==> config.mk <==
export PLATFORM = sky130hd
export DESIGN_NAME = sense_spi_regif
export DESIGN_NICKNAME = d
export VERILOG_FILES = /design/src/rtl/sense_spi_pkg.sv /design/src/rtl/sense_spi_sync.sv /design/src/rtl/sense_spi_engine.sv /design/src/rtl/sense_spi_regfile.sv /design/src/rtl/sense_spi_regif.sv
export SDC_FILE = /design/constraint.sdc
export NUM_CORES = 1
export LEC_CHECK = 0
export BUFFER_PORTS_ARGS = -buffer_cell sky130_fd_sc_hd__buf_2
export CORE_MARGIN = 1.5
export CORE_UTILIZATION = 40
export DETAILED_ROUTE_END_ITERATION = 8
export PLACE_DENSITY = 0.71
export SLEW_MARGIN = 20
export SYNTH_ARGS = -nofsm -noshare
export SYNTH_HDL_FRONTEND = slang
export SYNTH_SLANG_ARGS = --single-unit
==> constraint.sdc <==
create_clock -name clk -period 2.6 [get_ports clk]
set_input_delay 0.39 -clock clk [delete_from_list [all_inputs] [get_ports clk]]
set_output_delay 0.39 -clock clk [all_outputs]
set_load 0.01 [all_outputs]
==> src/rtl/sense_spi_pkg.sv <==
package sense_spi_pkg;

   typedef enum logic [1:0] {
      PH_OPC = 2'd0,
      PH_WR  = 2'd1,
      PH_RD  = 2'd2,
      PH_IGN = 2'd3
   } phase_t;

   localparam logic [7:0] OP_WR_CTRL = 8'h02;
   localparam logic [7:0] OP_WR_BANK = 8'h04;
   localparam logic [7:0] OP_WR_GND  = 8'h3A;
   localparam logic [7:0] OP_WR_SUP  = 8'h3C;
   localparam logic [7:0] OP_WR_TEST = 8'h1E;
   localparam logic [7:0] OP_RD_CTRL = 8'h82;
   localparam logic [7:0] OP_RD_BANK = 8'h84;
   localparam logic [7:0] OP_RD_GND  = 8'hBA;
   localparam logic [7:0] OP_RD_SUP  = 8'hBC;
   localparam logic [7:0] OP_RD_TEST = 8'h9E;
   localparam logic [7:0] OP_RD_GRP0 = 8'h90;
   localparam logic [7:0] OP_RD_ALL  = 8'hF8;

   // number of data bytes an opcode carries; 0 marks a reserved code
   function automatic logic [2:0] op_len(input logic [7:0] opc);
      case (opc)
         OP_WR_CTRL, OP_WR_BANK, OP_WR_TEST,
         OP_RD_CTRL, OP_RD_BANK, OP_RD_TEST,
         8'h90, 8'h92, 8'h94, 8'h96:            op_len = 3'd1;
         OP_WR_GND, OP_WR_SUP,
         OP_RD_GND, OP_RD_SUP:                  op_len = 3'd2;
         OP_RD_ALL:                             op_len = 3'd4;
         default:                               op_len = 3'd0;
      endcase
   endfunction

endpackage

==> src/rtl/sense_spi_sync.sv <==
module sense_spi_sync #(
   parameter int               WIDTH   = 3,
   parameter int               STAGES  = 2,
   parameter logic [WIDTH-1:0] RST_VAL = '0
) (
   input  logic             clk,
   input  logic             rst_n,
   input  logic [WIDTH-1:0] d,
   output logic [WIDTH-1:0] q
);

   if (STAGES < 2) begin : g_bad_stages
      $error("sense_spi_sync: STAGES must be at least 2");
   end

   logic [STAGES-1:0][WIDTH-1:0] chain;

   always_ff @(posedge clk or negedge rst_n) begin
      if (!rst_n) begin
         chain <= {STAGES{RST_VAL}};
      end else begin
         chain <= {chain[STAGES-2:0], d};
      end
   end

   assign q = chain[STAGES-1];

endmodule

==> src/rtl/sense_spi_engine.sv <==
module sense_spi_engine
   import sense_spi_pkg::*;
#(
   parameter int WORD_W = 32
) (
   input  logic              clk,
   input  logic              rst_n,
   input  logic              cs_act,
   input  logic              sck_s,
   input  logic              si_s,
   output logic [7:0]        rd_opc,
   input  logic [WORD_W-1:0] rd_word,
   output logic              wr_en,
   output logic [7:0]        wr_opc,
   output logic              wr_second,
   output logic [7:0]        wr_data,
   output logic              so_q,
   output logic              so_oe
);

   localparam int BIT_W = 3;

   phase_t           phase;
   logic             sck_d;
   logic             sck_rise;
   logic             sck_fall;
   logic [BIT_W-1:0] bit_cnt;
   logic [6:0]       sh;
   logic [7:0]       opc_q;
   logic [1:0]       byte_cnt;
   logic [2:0]       len_q;
   logic [WORD_W-1:0] tx;
   logic             byte_done;
   logic [7:0]       rx_byte;

   assign sck_rise  = sck_s & ~sck_d;
   assign sck_fall  = ~sck_s & sck_d;
   assign rx_byte   = {sh, si_s};
   assign byte_done = cs_act && sck_rise && (bit_cnt == BIT_W'(7)) && (phase != PH_RD);

   assign rd_opc    = rx_byte;
   assign wr_en     = byte_done && (phase == PH_WR);
   assign wr_opc    = opc_q;
   assign wr_second = (byte_cnt != 2'd0);
   assign wr_data   = rx_byte;

   always_ff @(posedge clk or negedge rst_n) begin
      if (!rst_n) begin
         sck_d <= 1'b0;
      end else begin
         sck_d <= sck_s;
      end
   end

   always_ff @(posedge clk or negedge rst_n) begin
      if (!rst_n) begin
         phase    <= PH_OPC;
         bit_cnt  <= '0;
         sh       <= '0;
         opc_q    <= '0;
         byte_cnt <= '0;
         len_q    <= '0;
         tx       <= '0;
         so_q     <= 1'b0;
         so_oe    <= 1'b0;
      end else if (!cs_act) begin
         phase    <= PH_OPC;
         bit_cnt  <= '0;
         byte_cnt <= '0;
         so_oe    <= 1'b0;
      end else begin
         if (sck_rise && phase != PH_RD) begin
            sh      <= rx_byte[6:0];
            bit_cnt <= bit_cnt + BIT_W'(1);
         end
         if (byte_done) begin
            case (phase)
               PH_OPC: begin
                  opc_q    <= rx_byte;
                  len_q    <= op_len(rx_byte);
                  byte_cnt <= '0;
                  if (rx_byte[7]) begin
                     phase <= PH_RD;
                     tx    <= rd_word;
                  end else if (op_len(rx_byte) != 3'd0) begin
                     phase <= PH_WR;
                  end else begin
                     phase <= PH_IGN;
                  end
               end
               PH_WR: begin
                  byte_cnt <= byte_cnt + 2'd1;
                  if (3'(byte_cnt) + 3'd1 == len_q) begin
                     phase <= PH_IGN;
                  end
               end
               default: ;
            endcase
         end
         if (sck_fall && phase == PH_RD) begin
            so_q  <= tx[WORD_W-1];
            tx    <= {tx[WORD_W-2:0], 1'b0};
            so_oe <= 1'b1;
         end
      end
   end

   // output bit moves only on a falling serial clock edge
   p_so_fall_only_r1: assert property (@(posedge clk) disable iff (!rst_n)
      !sck_fall |=> $stable(so_q));
   // pad enable drops once chip select is released
   p_so_release_r8: assert property (@(posedge clk) disable iff (!rst_n)
      !cs_act |=> !so_oe);
   // pad enable only in the read data phase
   p_oe_read_only_r8: assert property (@(posedge clk) disable iff (!rst_n)
      so_oe |-> (phase == PH_RD));
   // serial input is not shifted during a read
   p_si_ignored_r9: assert property (@(posedge clk) disable iff (!rst_n)
      (phase == PH_RD) |=> $stable(sh));
   // chip select release restarts byte framing
   p_frame_restart_r10: assert property (@(posedge clk) disable iff (!rst_n)
      !cs_act |=> (bit_cnt == '0));

endmodule

==> src/rtl/sense_spi_regfile.sv <==
module sense_spi_regfile
   import sense_spi_pkg::*;
#(
   parameter int BANK_W    = 8,
   parameter int NUM_BANKS = 4,
   parameter int THR_W     = 16,
   localparam int WORD_W   = BANK_W * NUM_BANKS
) (
   input  logic                 clk,
   input  logic                 rst_n,
   input  logic                 wr_en,
   input  logic [7:0]           wr_opc,
   input  logic                 wr_second,
   input  logic [7:0]           wr_data,
   input  logic [7:0]           rd_opc,
   output logic [WORD_W-1:0]    rd_word,
   input  logic [WORD_W-1:0]    sense_in,
   output logic [7:0]           ctrl_q,
   output logic [NUM_BANKS-1:0] bank_type_q,
   output logic [THR_W-1:0]     gnd_thr_q,
   output logic [THR_W-1:0]     sup_thr_q,
   output logic [7:0]           test_q
);

   localparam int HALF_W = THR_W / 2;

   always_ff @(posedge clk or negedge rst_n) begin
      if (!rst_n) begin
         ctrl_q      <= '0;
         bank_type_q <= '0;
         gnd_thr_q   <= '0;
         sup_thr_q   <= '0;
         test_q      <= '0;
      end else if (wr_en) begin
         case (wr_opc)
            OP_WR_CTRL: ctrl_q      <= wr_data;
            OP_WR_BANK: bank_type_q <= wr_data[NUM_BANKS-1:0];
            OP_WR_TEST: test_q      <= wr_data;
            OP_WR_GND: begin
               if (wr_second) gnd_thr_q[HALF_W-1:0]     <= wr_data;
               else           gnd_thr_q[THR_W-1:HALF_W] <= wr_data;
            end
            OP_WR_SUP: begin
               if (wr_second) sup_thr_q[HALF_W-1:0]     <= wr_data;
               else           sup_thr_q[THR_W-1:HALF_W] <= wr_data;
            end
            default: ;
         endcase
      end
   end

   // read word is left aligned so the engine always shifts from the top
   always_comb begin
      rd_word = '0;
      for (int k = 0; k < NUM_BANKS; k++) begin
         if (rd_opc == OP_RD_GRP0 + 8'(2 * k)) begin
            rd_word[WORD_W-1 -: BANK_W] = sense_in[k*BANK_W +: BANK_W];
         end
      end
      case (rd_opc)
         OP_RD_CTRL: rd_word[WORD_W-1 -: 8]     = ctrl_q;
         OP_RD_BANK: rd_word[WORD_W-1 -: 8]     = 8'(bank_type_q);
         OP_RD_TEST: rd_word[WORD_W-1 -: 8]     = test_q;
         OP_RD_GND:  rd_word[WORD_W-1 -: THR_W] = gnd_thr_q;
         OP_RD_SUP:  rd_word[WORD_W-1 -: THR_W] = sup_thr_q;
         OP_RD_ALL:  rd_word                    = sense_in;
         default: ;
      endcase
   end

   // registers hold unless a legal write byte completes
   p_hold_no_write_r11: assert property (@(posedge clk) disable iff (!rst_n)
      !wr_en |=> $stable({ctrl_q, bank_type_q, gnd_thr_q, sup_thr_q, test_q}));
   // the engine only strobes writes for defined write opcodes
   p_write_legal_r3: assert property (@(posedge clk) disable iff (!rst_n)
      wr_en |-> (!wr_opc[7] && op_len(wr_opc) != 3'd0));

endmodule

==> src/rtl/sense_spi_regif.sv <==
module sense_spi_regif
   import sense_spi_pkg::*;
#(
   parameter int BANK_W      = 8,
   parameter int NUM_BANKS   = 4,
   parameter int THR_W       = 16,
   parameter int SYNC_STAGES = 2,
   localparam int SENSE_W    = BANK_W * NUM_BANKS
) (
   input  logic                 clk,
   input  logic                 mr_n,
   input  logic                 sck,
   input  logic                 cs_n,
   input  logic                 si,
   output logic                 so,
   output logic                 so_oe,
   input  logic [SENSE_W-1:0]   sense_in,
   output logic [7:0]           ctrl_q,
   output logic [NUM_BANKS-1:0] bank_type_q,
   output logic [THR_W-1:0]     gnd_thr_q,
   output logic [THR_W-1:0]     sup_thr_q,
   output logic [7:0]           test_q
);

   if (BANK_W != 8) begin : g_bad_bank
      $error("sense_spi_regif: group width is fixed at one byte");
   end
   if (NUM_BANKS != 4) begin : g_bad_count
      $error("sense_spi_regif: opcode map defines exactly four groups");
   end
   if (THR_W != 16) begin : g_bad_thr
      $error("sense_spi_regif: threshold words are two bytes");
   end

   logic [2:0]         sync_q;
   logic               cs_act;
   logic [7:0]         rd_opc;
   logic [SENSE_W-1:0] rd_word;
   logic               wr_en;
   logic [7:0]         wr_opc;
   logic               wr_second;
   logic [7:0]         wr_data;
   logic               so_q;

   sense_spi_sync #(
      .WIDTH   (3),
      .STAGES  (SYNC_STAGES),
      .RST_VAL (3'b100)
   ) u_sync (
      .clk   (clk),
      .rst_n (mr_n),
      .d     ({cs_n, sck, si}),
      .q     (sync_q)
   );

   assign cs_act = ~sync_q[2];

   sense_spi_engine #(
      .WORD_W (SENSE_W)
   ) u_engine (
      .clk       (clk),
      .rst_n     (mr_n),
      .cs_act    (cs_act),
      .sck_s     (sync_q[1]),
      .si_s      (sync_q[0]),
      .rd_opc    (rd_opc),
      .rd_word   (rd_word),
      .wr_en     (wr_en),
      .wr_opc    (wr_opc),
      .wr_second (wr_second),
      .wr_data   (wr_data),
      .so_q      (so_q),
      .so_oe     (so_oe)
   );

   sense_spi_regfile #(
      .BANK_W    (BANK_W),
      .NUM_BANKS (NUM_BANKS),
      .THR_W     (THR_W)
   ) u_regs (
      .clk         (clk),
      .rst_n       (mr_n),
      .wr_en       (wr_en),
      .wr_opc      (wr_opc),
      .wr_second   (wr_second),
      .wr_data     (wr_data),
      .rd_opc      (rd_opc),
      .rd_word     (rd_word),
      .sense_in    (sense_in),
      .ctrl_q      (ctrl_q),
      .bank_type_q (bank_type_q),
      .gnd_thr_q   (gnd_thr_q),
      .sup_thr_q   (sup_thr_q),
      .test_q      (test_q)
   );

   assign so = so_oe & so_q;

   // master reset leaves every register cleared
   p_reset_clear_r12: assert property (@(posedge clk)
      $rose(mr_n) |-> (ctrl_q == '0 && bank_type_q == '0 && test_q == '0 && !so_oe));

endmodule

### Yosys cells after proc, flatten, opt, wreduce, memory -nomap -nowiden

Cells that the tools add are included.

* output and inout port bits: 54
* register bits: 118
* input port bits: 37
* logic and storage cells: 115

* muxes and demuxes: 29
* equal/unequal tests: 26
* add/subtract/negate cells: 3
* bitwise operators: 7
* reductions and logical operators: 31

Operator list (count)
* $mux W32: 4
* $eq A8 B8 Y1 const B: 10
* $pmux W8 S6: 1
* $eq A8 B6 Y1 const B: 4
* $mux W8: 4
* $pmux W8 S3: 1
* $mux W3: 6
* $reduce_and A3 Y1: 6
* $eq A8 B2 Y1 const B: 2
* $eq A8 B3 Y1 const B: 2
* $eq A8 B5 Y1 const B: 2
* $mux W16: 1
* $mux W2: 7
* $reduce_bool A2 Y1: 7
* $reduce_and A2 Y1: 6
* $reduce_or A10 Y1: 1
* $pmux W3 S3: 1
* $pmux W2 S2: 2
* $logic_and A1 B1 Y1: 6
* $reduce_bool A3 Y1: 2
* $not A1 Y1: 4
* $reduce_and A4 Y1: 1
* $reduce_or A4 Y1: 1
* $add A2 B1 Y3 const B: 1
* 11 further kinds: 14

### Depth between registers and ports, before layout

Gate-level depths: netlist (run 1).

* depth in word-level cells: 13
* gate-level depth with buffers: 10
* gate-level depth less buffers: 7

### Hierarchy

A second synthesis (run 1) with hierarchy kept.

* cell total of the unflattened synthesis: 541
* area, all modules: 6124.6 µm²

By module, submodules not included
* sense_spi_regfile: cells an instance 271, times used 1, area each 3006.6 µm²
* sense_spi_engine: cells an instance 259, times used 1, area each 2932.8 µm²
* sense_spi_sync: cells an instance 9, times used 1, area each 175.2 µm²
* sense_spi_regif: cells an instance 2, times used 1, area each 10.0 µm²

### Least setup slack after synthesis (run 1)

No wires, ideal clock.

* path type: flip-flop to flip-flop
* start: reg u_engine.bit_cnt[0]
* end: reg u_engine.opc_q[0], in the netlist u_engine.wr_opc[0]
* arrival: 2.025 ns
* slack: 0.451 ns
* clock period less this slack: 2.149 ns
* buffers on the path: 3
* library setup time: 0.125 ns
* required time: 2.475 ns
* stages on the path, launching flop included: 9
* cells stage by stage: dfrtp_1 > ha_1 > ha_1 > nand4bb_1 > clkbuf_1 > or3_1 > clkbuf_1 > buf_2 > mux2_2

* longest elaborated chain between the ends: 4

Ends and longest elaborated chain
* start: declaration: RTL line sense_spi_engine.sv:27 `logic [BIT_W-1:0] bit_cnt;`
* start signal: assignment: RTL line sense_spi_engine.sv:74 `bit_cnt <= bit_cnt + BIT_W'(1);`
* $eq A3 B3 Y1: RTL line sense_spi_engine.sv:39 `assign byte_done = cs_act && sck_rise && (bit_cnt == BIT_W'(7)) && (phase != PH_RD);`
* $logic_and A1 B1 Y1 (2 in a row): RTL line sense_spi_engine.sv:39
* $reduce_and A3 Y1 (no source line)
* end signal: assignment: RTL line sense_spi_engine.sv:79 `opc_q <= rx_byte;`
* end: declaration: RTL line sense_spi_engine.sv:29 `logic [7:0] opc_q;`

Every way passes these cells.
A chain may end at the register's enable or synchronous reset.

### Final worst setup path (run 1)

* start: reg u_engine.bit_cnt[0]
* end: reg u_regs.bank_type_q[2]

* longest elaborated chain between the ends: 5

Ends and longest elaborated chain
* $eq A3 B3 Y1: RTL line sense_spi_engine.sv:39
* $logic_and A1 B1 Y1 (2 in a row): RTL line sense_spi_engine.sv:39
* $logic_and A1 B1 Y1: RTL line sense_spi_engine.sv:42 `assign wr_en = byte_done && (phase == PH_WR);`
* $reduce_and A2 Y1 (no source line)
* end signal: assignment: RTL line sense_spi_regfile.sv:37 `OP_WR_BANK: bank_type_q <= wr_data[NUM_BANKS-1:0];`
* end: declaration: RTL line sense_spi_regfile.sv:19 `output logic [NUM_BANKS-1:0] bank_type_q,`

Every way passes these cells.

==> summary.txt, run 1 <==
Worst setup path
  • CP arrival: 2.75 ns
  • Setup CP Type: register to register
  • CP Capture Type: register
  • Reg2Reg Depth: 7
  • Worst R2R Setup Slack: 0.15 ns
  • Worst reg2reg startpoint: u_engine.bit_cnt[0]
  • CP Data Required Time: 2.90 ns
  • Crit path launch type: register
  • Worst r2r dst: u_regs.bank_type_q[2]
  • Crit-path max FO: 4

Synth
  • Avg Inst Size Synth: around 11 sq um
  • Synth Net Count: ~570
  • Synthesis-stage register bit count: 118
  • EDFF count, synth: 0
  • Compound-Gate Fraction of Synth Area: 0.1680
  • Count of different cell masters after synthesis: 65
  • Area contributors post-synth: dfrtp_1 (50%), mux2_2 (12%), nor2_1 (4.7%), a22oi_1 (3.1%), o21ai_0 (2.4%)
  • Post-synthesis cell count: 528
  • Synth Flop Type: dfrtp_1
  • Mux cell area share after synthesis: 0.1345
  • Main combinational cell family by area after synthesis: compound AO/OA/AOI/OAI gates
  • Mapped Area: 5853 sq um
  • Post-synth top area cell: dfrtp_1
  • Synth Area in XOR/XNOR: 0.007482
  • Synth warn: 0
  • Post-Synth Simple-Gate Area: 0.1413
  • Register area share after synthesis: 0.5049
  • Post-synthesis async set-or-reset flop share: 1.000
  • Adder-cell area share of the yosys netlist: 0.008551
  • Post-synth top area share: 0.4959

Timing
  • Period Utilization, post-route: 0.9436
  • Max Slew Vio Count: 0
  • Clock skew: 0.008001 ns
  • Worst-margin pin slew: a little under 0.8 ns
  • Final setup vio count: 0
  • Max Freq: between 0.4 and 0.5 GHz
  • Final worst slack: 0.1468 ns
  • Setup TNS: 0 ns
  • Final hold slack: 0.07355 ns
  • Min cycle time layout: 2.453 ns
  • Final Hold Fails: 0
  • RSZ-0062 raised after global routing: no
  • Worst slew margin: 0.4856

Die
  • Core region area: 14,420 sq um
  • Die extent in y: 124.0 um
  • Initial core utilization: 0.4058
  • Placement row count: 44
  • Die span in x: between 100 and 150 um
  • Top-Level Pins: 91
  • Die area: roughly 15,000 sq um

Min path
  • Worst hold endpoint: u_sync.chain[2]
  • Hold crit path type: input pin to register
  • Hold Path Cell Cnt: 1
  • Min-delay src: cs_n

Route
  • Via count: 4,771
  • Number of remaining DRC errors: 0
  • Via density: 5.811
  • 1st-iter DRT viols: 337
  • ANT nets after route: 0
  • Post-DR wirelength/cell: 19.92 um
  • WL final: 16,350 um
  • First drt pass iteration count: 4

Placed design
  • Area after DPL: approximately 6600 sq um
  • RePlAce Congestion: 0.8993
  • HPWL after DPL: 11,750 um
  • Place WS: approximately 0.14 ns
  • Port buffer count: 90

CTS
  • CTS tree: done
  • Setup bufs post-CTS: 0
  • CTS root buffer: clkbuf_16
  • TritonCTS buffer count: 17
  • Level count of the clock H-tree: 4
  • Worst skew pair latency: 0.42 ns
  • Clk buf depth: 2
  • CTS sink cnt: roughly 120
  • Clock Pin Slew Worst Setup and Hold Paths: around 0.050 ns
  • CTS Hold Bufs: 1
  • Post-cts gate resize count: 0

GRT
  • Pin count of the biggest net entering global routing: 48
  • Total gr overflow: 0
  • First-pass GRT wire length: 26,250 um
  • Initial antenna violation count: 0
  • Total track usage: 0.2286
  • Number of global-route vias before repair: 4,785

Finish
  • Synthesis-to-finish area growth: 23.71%
  • Layout cell share with drive strength beyond 1: 0.3783
  • Nets@finish: between 600 and 700
  • N_diodes: 0
  • Post-route cell area: between 7000 and 8000 sq um

Outcome
  • Status: complete, no violations

Flow run
  • Max Cap Viol: 0

Pwr
  • Power Dens Cells: around 720 nW/um^2
  • Max rail drop VDD: 0.4509 mV
  • Leak pwr: between 3 and 4 nW
  • Overall power: roughly 5.2 mW
-- placed cells by master, fill, tap and decap left out, types with 11 or more instances in the layout --
cell	netlist	layout
clkbuf_16	0	17
o21ai_0	28	28
mux2_2	61	61
dfrtp_1	116	116
nand2_1	23	23
nor2_1	74	73
o22ai_1	11	11
a221oi_1	14	14
buf_4	3	26
a22oi_1	24	24
buf_2	11	89
-- state kept, by name (all words and copies together), names as in the netlist --
signal,cells
u_engine.bit_cnt,3
u_engine.so_oe,1
u_engine.tx,32
u_sync.q,3
u_sync.chain,3
u_engine.sh,7
u_engine.byte_cnt,2
u_regs.gnd_thr_q,16
u_regs.bank_type_q,4
u_regs.sup_thr_q,16
u_engine.so_q,1
u_engine.wr_opc,8
u_engine.phase,2
u_regs.ctrl_q,8
u_engine.sck_d,1
u_engine.len_q,3
u_regs.test_q,8
-- routing by layer --
layer / vias to the layer above / GRT usage / wire, um
li1: 2149 / - / -
met1: 2419 / 0.3057 / 7006
met2: 174 / 0.3619 / 8037
met5: - / 0 / 0
met3: 29 / 0.05495 / 955
met4: 0 / 0.08523 / 353
-- worst max-delay path by stage --
stage	from	to	slack, ns
after floorplan	u_engine.bit_cnt[0]	u_engine.wr_opc[0]	0.45
after global placement	u_engine.bit_cnt[0]	u_regs.bank_type_q[0]	0.25
after detailed placement	u_engine.bit_cnt[0]	u_regs.bank_type_q[3]	0.14
after CTS	u_engine.bit_cnt[0]	u_regs.bank_type_q[2]	0.14
after global routing	u_engine.bit_cnt[0]	u_regs.bank_type_q[3]	0.00005
final	u_engine.bit_cnt[0]	u_regs.bank_type_q[2]	0.15
-- synthesized netlist by cell type, types with 2 or more instances --
cell / count
o31a_1: 3
nand2_1: 23
ha_1: 4
nand4_1: 2
nor3_2: 2
nor2b_1: 3
o2bb2ai_1: 8
clkbuf_1: 21
or3_1: 4
a221oi_1: 14
dfrtp_1: 116
o21ai_0: 28
dfstp_2: 2
inv_1: 4
nor2_1: 74
buf_4: 3
xnor2_1: 3
mux2i_1: 10
a21oi_1: 8
nor2_2: 2
buf_1: 4
o22ai_1: 11
nor3_1: 9
o22a_1: 4
a22o_1: 3
nand3_1: 4
a221oi_2: 9
mux2_2: 61
nor4_2: 3
a22oi_1: 24
nor3_4: 2
or4_1: 3
nand2b_1: 6
o211ai_1: 2
nand3b_1: 3
o21a_1: 2
buf_2: 11
a211oi_1: 5
xor2_1: 2
-- cells by family (layout without fill, tap and decap cells) --
group,Yosys count,in the layout
fa+ha+maj,4,4
mux,71,71
buf+inv,46,155
simple gates,155,155
flops,118,118
xor+xnor,5,5
compound gates,129,129
-- power breakdown --
| part | internal (mW) | switching, mW |
|---|---|---|
| Sequential | 1.89 | 0.0803 |
| Combinational | 0.276 | 0.510 |
| Clock | 1.64 | 0.842 |
-- worst max-delay path, cell delays in order (launching register included) --
cell	delay, ns
dfrtp_1	0.36
ha_1	0.16
ha_1	0.17
nand2b_1	0.07
nor4_2	0.38
nand4b_1	0.32
nor4_2	0.47
mux2_2	0.40
-- through the flow --
step           instances    util
2_1_floorplan        528       -
3_3_place_gp         788  0.4571
3_5_place_dp         788  0.4571
4_1_cts              821  0.5016
5_1_grt              821  0.5020
6_report             821  0.5020
-- layout make-up --
class | count | area [sq um]
flip-flops and latches | 118 | 2955
multi-input cells | 364 | 2714
inverters | 5 | 18.77
well taps | 184 | 230.2
repair buffers | 118 | 690.7
clock inverters | 13 | 178.9
fillers | 1286 | 7183
clock buffers | 19 | 452.9
Power figures use the tool's default switching activity.
==> run 2: changes to the inputs <==
- CORE_UTILIZATION: 40 -> 57
- PLACE_DENSITY: 0.71 -> 0.91
==> run 2 against run 1 <==
  * Die area shrank 29%
  * Wire length up 3.6%
  * Count of clock-buffer cells in the layout shrank 2
  * First-iteration DRC count increased by 83%
  * Cell count decreased by 5.7%
  * Hold slack improved by 0.075 ns
  * Clock skew is essentially flat
  * Critical path depth decreased by 2
  * Sequential cell count unchanged
  * Register-to-register slack better by 0.04 ns
  * Maximum frequency is 1.7% higher
  * Critical endpoint is now u_regs.gnd_thr_q[6]
==> summary.txt, run 2 (same netlist as run 1, synthesis figures left out) <==
Route
  • ANT nets after route: 0 (unchanged)
  • Via count: 5,096 (+6.8%)
  • 1st-iter DRT viols: 617 (+83%)
  • Number of remaining DRC errors: 0 (unchanged)
  • Post-DR wirelength/cell: 21.89 um (+9.9%)
  • WL final: 16,940 um (+3.6%)
  • Via density: 6.584 (+13%)
  • First drt pass iteration count: 9 (+5)

CTS
  • Clock Pin Slew Worst Setup and Hold Paths: 0.06 ns (about the same)
  • Level count of the clock H-tree: 4 (unchanged)
  • Worst skew pair latency: 0.53 ns (+0.11 ns)
  • CTS root buffer: clkbuf_8
  • TritonCTS buffer count: 17 (unchanged)
  • CTS sink cnt: 118 (unchanged)
  • CTS tree: done
  • Clk buf depth: 2 (unchanged)

Finish
  • Reg with most FFs: u_engine.tx
  • Most frequent cells in the layout: dfrtp_1 (116), buf_2 (89), nor2_1 (74)
  • Area occupied by multi-input gates: 2729 sq um (+0.55%)
  • Synthesis-to-finish area growth: 22.68%
  • FF/Latch Area: 2955 sq um (unchanged)
  • Filler Cells Inserted: 629 (-51%)
  • Nets@finish: 669 (+0.60%)
  • N_diodes: 0 (unchanged)
  • Max FFs per register: 32 (unchanged)
  • Fin util: 0.7279 (+0.2259)
  • Commonest non-fill, non-tap cell in the layout: dfrtp_1
  • Layout cell share with drive strength beyond 1: 0.3760 (-0.002361)
  • Regs by FF count: u_engine.tx (32), u_regs.gnd_thr_q (16), u_regs.sup_thr_q (16)

Flow run
  • Max Cap Viol: 0 (unchanged)

Pwr
  • Power Dens Cells: 710.4 nW/um^2 (-1.8%)
  • Leak pwr: 3.507 nW (-0.16%)
  • Max rail drop VDD: 0.6649 mV (+47%)

GRT
  • Total track usage: 0.3209 (+0.09231)
  • Total gr overflow: 0 (unchanged)
  • Initial antenna violation count: 0 (unchanged)
  • Number of global-route vias before repair: 5,061 (+5.8%)
  • Pin count of the biggest net entering global routing: 54 (+13%)
  • First-pass GRT wire length: 27,010 um (+2.9%)

Die
  • Die span in x: 104.3 um (-16%)
  • Initial core utilization: 0.5934 (+0.1876)
  • Top-Level Pins: 91 (unchanged)
  • Core region area: 9864 sq um (-32%)
  • Placement row count: 36 (-18%)
  • Die area: 10,890 sq um (-29%)
  • Die extent in y: 104.3 um (-16%)

Min path
  • Hold Path Cell Cnt: 3 (+2)
  • Hold crit path type: input pin to register

Timing
  • Setup TNS: 0 ns (unchanged)
  • Final hold slack: 0.1483 ns (+0.07476 ns)
  • RSZ-0062 raised after global routing: no
  • Final Hold Fails: 0 (unchanged)
  • Min cycle time layout: 2.412 ns (-0.04117 ns)
  • Period Utilization, post-route: 0.9277 (-0.01583)
  • Max Slew Vio Count: 0 (unchanged)
  • Worst-margin pin slew: 0.7899 ns (+0.02169 ns)
  • Worst slew margin: 0.4660 (-0.01963)
  • Max Freq: 0.4146 GHz (+1.7%)
  • Final setup vio count: 0 (unchanged)
  • Clock skew: 0.007974 ns (-0.00002693 ns)

Worst setup path
  • Crit-path max FO: 12 (+8)
  • CP Data Required Time: 3.01 ns (+0.11 ns)
  • CP Capture Type: register
  • Slowest Stage Delay on Critical Path: 0.53 ns (+0.06 ns)
  • Crit path launch type: register
  • Crit-path slowest cell: dfrtp_1
  • Reg2Reg Depth: 5 (-2)
  • Setup CP Type: register to register
  • CP arrival: 2.82 ns (+0.07 ns)
  • CP Cell Sequence: nand2b_1 > and4bb_2 > nand4b_2 > nor3_4 > mux2_2

Outcome
  • Status: complete, no violations

Placed design
  • Port buffer count: 90 (unchanged)
  • HPWL after DPL: 11,400 um (-3.0%)
  • RePlAce Congestion: 0.9583 (+6.6%)
-- run 2: changes by cell type in the layout (fill, tap and decap cells not counted), moves of 2 or more --
cell	delta
nor4_4	+2
buf_4	+2
clkinv_4	+5
dlygate4sd3_1	+3
clkinvlp_4	-2
nor4_2	-2
-- run 2: layout make-up --
type | instances | share of cell area
Timing Repair Buffer | 122 | 0.09967
Inverter | 5 | 0.002614
Multi-Input combinational cell | 364 | 0.3800
Clock buffer | 17 | 0.05768
Tap cell | 133 | 0.02317
Clock inverter | 15 | 0.02527
Sequential cell | 118 | 0.4116
-- run 2: layer usage --
metal / part of all wire / vias to the layer above / GRT usage
li1: - / 2156 / -
met4: 0.052 / 0 / 0.1835
met3: 0.099 / 103 / 0.08897
met2: 0.47 / 354 / 0.4939
met1: 0.38 / 2483 / 0.4075
met5: 0 / - / 0
-- run 2: worst paths after layout --
check / start / end / slack (ns)
min reg2reg: u_sync.chain[1] / u_sync.q[1] / 0.35
min: sense_in[6] / u_engine.tx[6] / 0.15
max: u_engine.phase[0] / u_regs.gnd_thr_q[6] / 0.19
max in group asynchronous: mr_n / u_engine.tx[4] / 1.46
max reg2reg: u_engine.phase[0] / u_regs.gnd_thr_q[6] / 0.19
min in group asynchronous: mr_n / u_sync.q[1] / 0.36
-- run 2: timing repair --
action	4_1_cts	5_1_grt
resized for setup	0	3
hold buffers	4	0
buffers inserted	0	2
endpoints found under the hold margin	32	0
endpoints found under the setup margin	0	36
-- run 2: where the power goes --
part / internal [mW] / leakage [nW] / switching [mW] / total [mW]
combinational: 0.268 / 1.62 / 0.513 / 0.781
sequential: 1.88 / 1.60 / 0.103 / 1.99
clock: 1.46 / 0.288 / 0.870 / 2.33
-- run 2: worst max-delay path: cells and delay by family (launching register included) --
family / cells / cell delay [ns]
DFF: 1 / 0.53
and+or+nand+nor: 4 / 1.36
muxes: 1 / 0.40
-- run 2: metrics by stage --
stage | instances | area [sq um] | power [mW] | setup WS (ns)
global route | 774 | 7181 | 5.231 | 0.08542
detailed placement | 736 | 6507 | 2.742 | 0.08911
global placement | 736 | 6507 | 2.710 | 0.1950
CTS | 772 | 7143 | 5.075 | 0.02283
finish | 774 | 7181 | 5.101 | 0.1879
floorplan | 528 | 5853 | 2.435 | 0.4506
==> run 3: changes to the inputs <==
- BUFFER_PORTS_ARGS: -buffer_cell sky130_fd_sc_hd__buf_2 -> default
- DONT_BUFFER_PORTS: default -> 1
- PLACE_DENSITY: 0.91 -> 0.83
==> run 3 against run 2 <==
  * The run now ends with negative hold slack left
  * Clock power is essentially flat
  * Wire length shrank 5.2%
  * Register-to-register slack lost 0.11 ns
  * Critical path depth grew 3
  * Sequential cell count is the same
  * First-iteration DRC count shrank 3.7%
  * Clock skew is essentially flat
  * Via count shrank 8.6%
  * Final area shrank 6.2%
  * Count of clock-buffer cells in the layout grew 4
  * Critical path type unchanged
  * Critical endpoint is now u_regs.sup_thr_q[3]
  * Largest cell class unchanged
==> summary.txt, run 3 (same netlist as run 1, synthesis figures left out) <==
Outcome
  • Status: finished, violations left
  • Failing checks: negative hold slack

Finish
  • Synthesis-to-finish area growth: 15.09%
  • Filler Cells Inserted: 657 (+4.5%)
  • Fin util: 0.6829 (-0.04503)
  • Most frequent cells in the layout: dfrtp_1 (115), nor2_1 (73), mux2_2 (61)
  • Max FFs per register: 32 (unchanged)
  • N_diodes: 0 (unchanged)
  • Area occupied by multi-input gates: 2734 sq um (+0.18%)
  • Nets@finish: 578 (-14%)
  • FF/Latch Area: 2957 sq um (about the same)
  • Commonest non-fill, non-tap cell in the layout: dfrtp_1
  • Post-route cell area: 6736 sq um (-6.2%)
  • Layout cell share with drive strength beyond 1: 0.2782 (-0.09779)
  • Regs by FF count: u_engine.tx (32), u_regs.gnd_thr_q (16), u_regs.sup_thr_q (16)
  • Reg with most FFs: u_engine.tx

Pwr
  • Combinational share of power: 0.142 (-0.011)
  • Leak pwr: 3.058 nW (-13%)
  • Power Dens Cells: 750.5 nW/um^2 (+5.6%)
  • Max rail drop VDD: 0.4870 mV (-27%)
  • Clock power share: 0.467 (+0.010)
  • Switching Share: 0.2725 (-0.01876)
  • Internal power: 3.678 mW (+1.7%)
  • Net Switching: 1.378 mW (-7.3%)
  • Reg power frac: 0.390 (about the same)

Timing
  • Max Slew Vio Count: 0 (unchanged)
  • Final hold slack: -0.4390 ns (-0.5873 ns)
  • Final worst slack: 0.07601 ns (-0.1119 ns)
  • Final setup vio count: 0 (unchanged)
  • Final Hold Fails: 118 (+118)
  • Clock skew: 0.007966 ns (-0.000007880 ns)
  • Period Utilization, post-route: 0.9708 (+0.04304)
  • Worst slew margin: 0.5257 (+0.05968)
  • Worst-margin pin slew: 0.7016 ns (-0.08828 ns)
  • Max Freq: 0.3962 GHz (-4.4%)
  • RSZ-0062 raised after global routing: yes
  • Min cycle time layout: 2.524 ns (+0.1119 ns)

GRT
  • Pin count of the biggest net entering global routing: 119 (+120%)
  • Total gr overflow: 0 (unchanged)
  • Total track usage: 0.3026 (-0.01826)
  • Initial antenna violation count: 1 (+1)
  • First-pass GRT wire length: 25,260 um (-6.5%)
  • Number of global-route vias before repair: 4,584 (-9.4%)

Route
  • Via density: 6.817 (+3.5%)
  • 1st-iter DRT viols: 594 (-3.7%)
  • Via count: 4,656 (-8.6%)
  • First drt pass iteration count: 5 (-4)
  • Post-DR wirelength/cell: 23.51 um (+7.4%)
  • Number of remaining DRC errors: 0 (unchanged)
  • ANT nets after route: 0 (unchanged)
  • WL final: 16,050 um (-5.2%)

Flow run
  • Max Cap Viol: 0 (unchanged)

CTS
  • CTS Hold Bufs: 3 (-1)
  • CTS sink cnt: 118 (unchanged)
  • Worst skew pair latency: 0.52 ns (about the same)
  • Clock Pin Slew Worst Setup and Hold Paths: 0.06 ns (about the same)
  • Level count of the clock H-tree: 4 (unchanged)
  • CTS tree: done
  • TritonCTS buffer count: 17 (unchanged)
  • CTS root buffer: clkbuf_8
  • Clk buf depth: 2 (unchanged)

Worst setup path
  • Crit-path max FO: 8 (-4)
  • CP arrival: 2.92 ns (+0.10 ns)
  • CP Data Required Time: 3.00 ns (about the same)
  • Reg2Reg Depth: 8 (+3)
  • Worst reg2reg startpoint: u_engine.bit_cnt[0]
  • Setup CP Type: register to register
  • Slowest Stage Delay on Critical Path: 0.41 ns (-0.12 ns)
  • CP Cell Sequence: ha_1 > ha_2 > nand2b_1 > nor4_4 > nand4b_1 > nor3_4 > buf_12 > mux2_2
  • Crit path launch: u_engine.bit_cnt[0]
  • Crit path launch type: register
  • Crit-path slowest cell: nand4b_1
  • CP Capture Type: register

Placed design
  • RePlAce Congestion: 0.9347 (-2.5%)
  • Area after DPL: 6045 sq um (-7.1%)
  • HPWL after DPL: 10,740 um (-5.8%)
  • Place WS: 0.02204 ns (-0.06707 ns)
  • Port buffer count: 0 (-100%)

Die
  • Placement row count: 36 (unchanged)
  • Die span in x: 104.3 um (unchanged)
  • Initial core utilization: 0.5934 (unchanged)
  • Die extent in y: 104.3 um (unchanged)
  • Top-Level Pins: 91 (unchanged)
  • Die area: 10,890 sq um (unchanged)
  • Core region area: 9864 sq um (unchanged)

Min path
  • Hold crit path type: input pin to asynchronous set/reset pin
run 3: critical path: cells and delay by family (launching register included):
family | cells | cell delay (ns)
and+or+nand+nor | 4 | 1.16
DFF | 1 | 0.37
adders and majority gates | 2 | 0.37
muxes | 1 | 0.34
buffers and inverters | 1 | 0.15
run 3: area by class of cell:
| type | instances | area share |
|---|---|---|
| Inverter | 5 | 0.002786 |
| Sequential cell | 118 | 0.4389 |
| Timing Repair Buffer | 31 | 0.03752 |
| Clock inverter | 11 | 0.02210 |
| Multi-Input combinational cell | 364 | 0.4058 |
| Tap cell | 133 | 0.02470 |
| Clock buffer | 21 | 0.06816 |
run 3: per-stage QoR:
stage,TNS [ns],hold slack (ns),cells,power [mW]
final,0,-0.4390,683,5.056
after global routing,-0.3165,-0.4565,683,5.199
after CTS,0,-0.4516,681,5.046
after detailed placement,0,0.09691,646,2.674
after global placement,0,0.09779,646,2.659
after floorplan,0,0.09441,528,2.435
run 3: what timing repair did:
item | CTS | global route
pin swaps | 0 | 2
resized for setup | 2 | 3
setup buffers | 0 | 2
setup endpoints to repair | 4 | 23
hold endpoints to repair | 121 | 118
run 3: final timing paths:
| check | to | slack (ns) |
|---|---|---|
| max | u_regs.sup_thr_q[3] | 0.08 |
| min | u_regs.ctrl_q[0] | -0.44 |
| max reg2reg | u_regs.sup_thr_q[3] | 0.08 |
| min reg2reg | u_sync.q[2] | 0.36 |
| max in group asynchronous | u_sync.chain[2] | 2.84 |
| min in group clk | u_engine.tx[9] | 0.02 |
run 3: power groups by stage:
stage	Sequential (mW)	Clock (mW)	Combinational, mW
final	1.97	2.36	0.719
after global routing	1.98	2.46	0.757
after CTS	1.97	2.38	0.693
after detailed placement	2.00	0	0.677
after global placement	1.99	0	0.664
after floorplan	1.94	0	0.496
run 3: metal layers:
metal	part of all wire	wire [um]	track usage
met3	0.10	1613	0.1140
met4	0.039	630	0.1369
met5	0	0	0
met1	0.39	6293	0.3801
met2	0.47	7516	0.4652
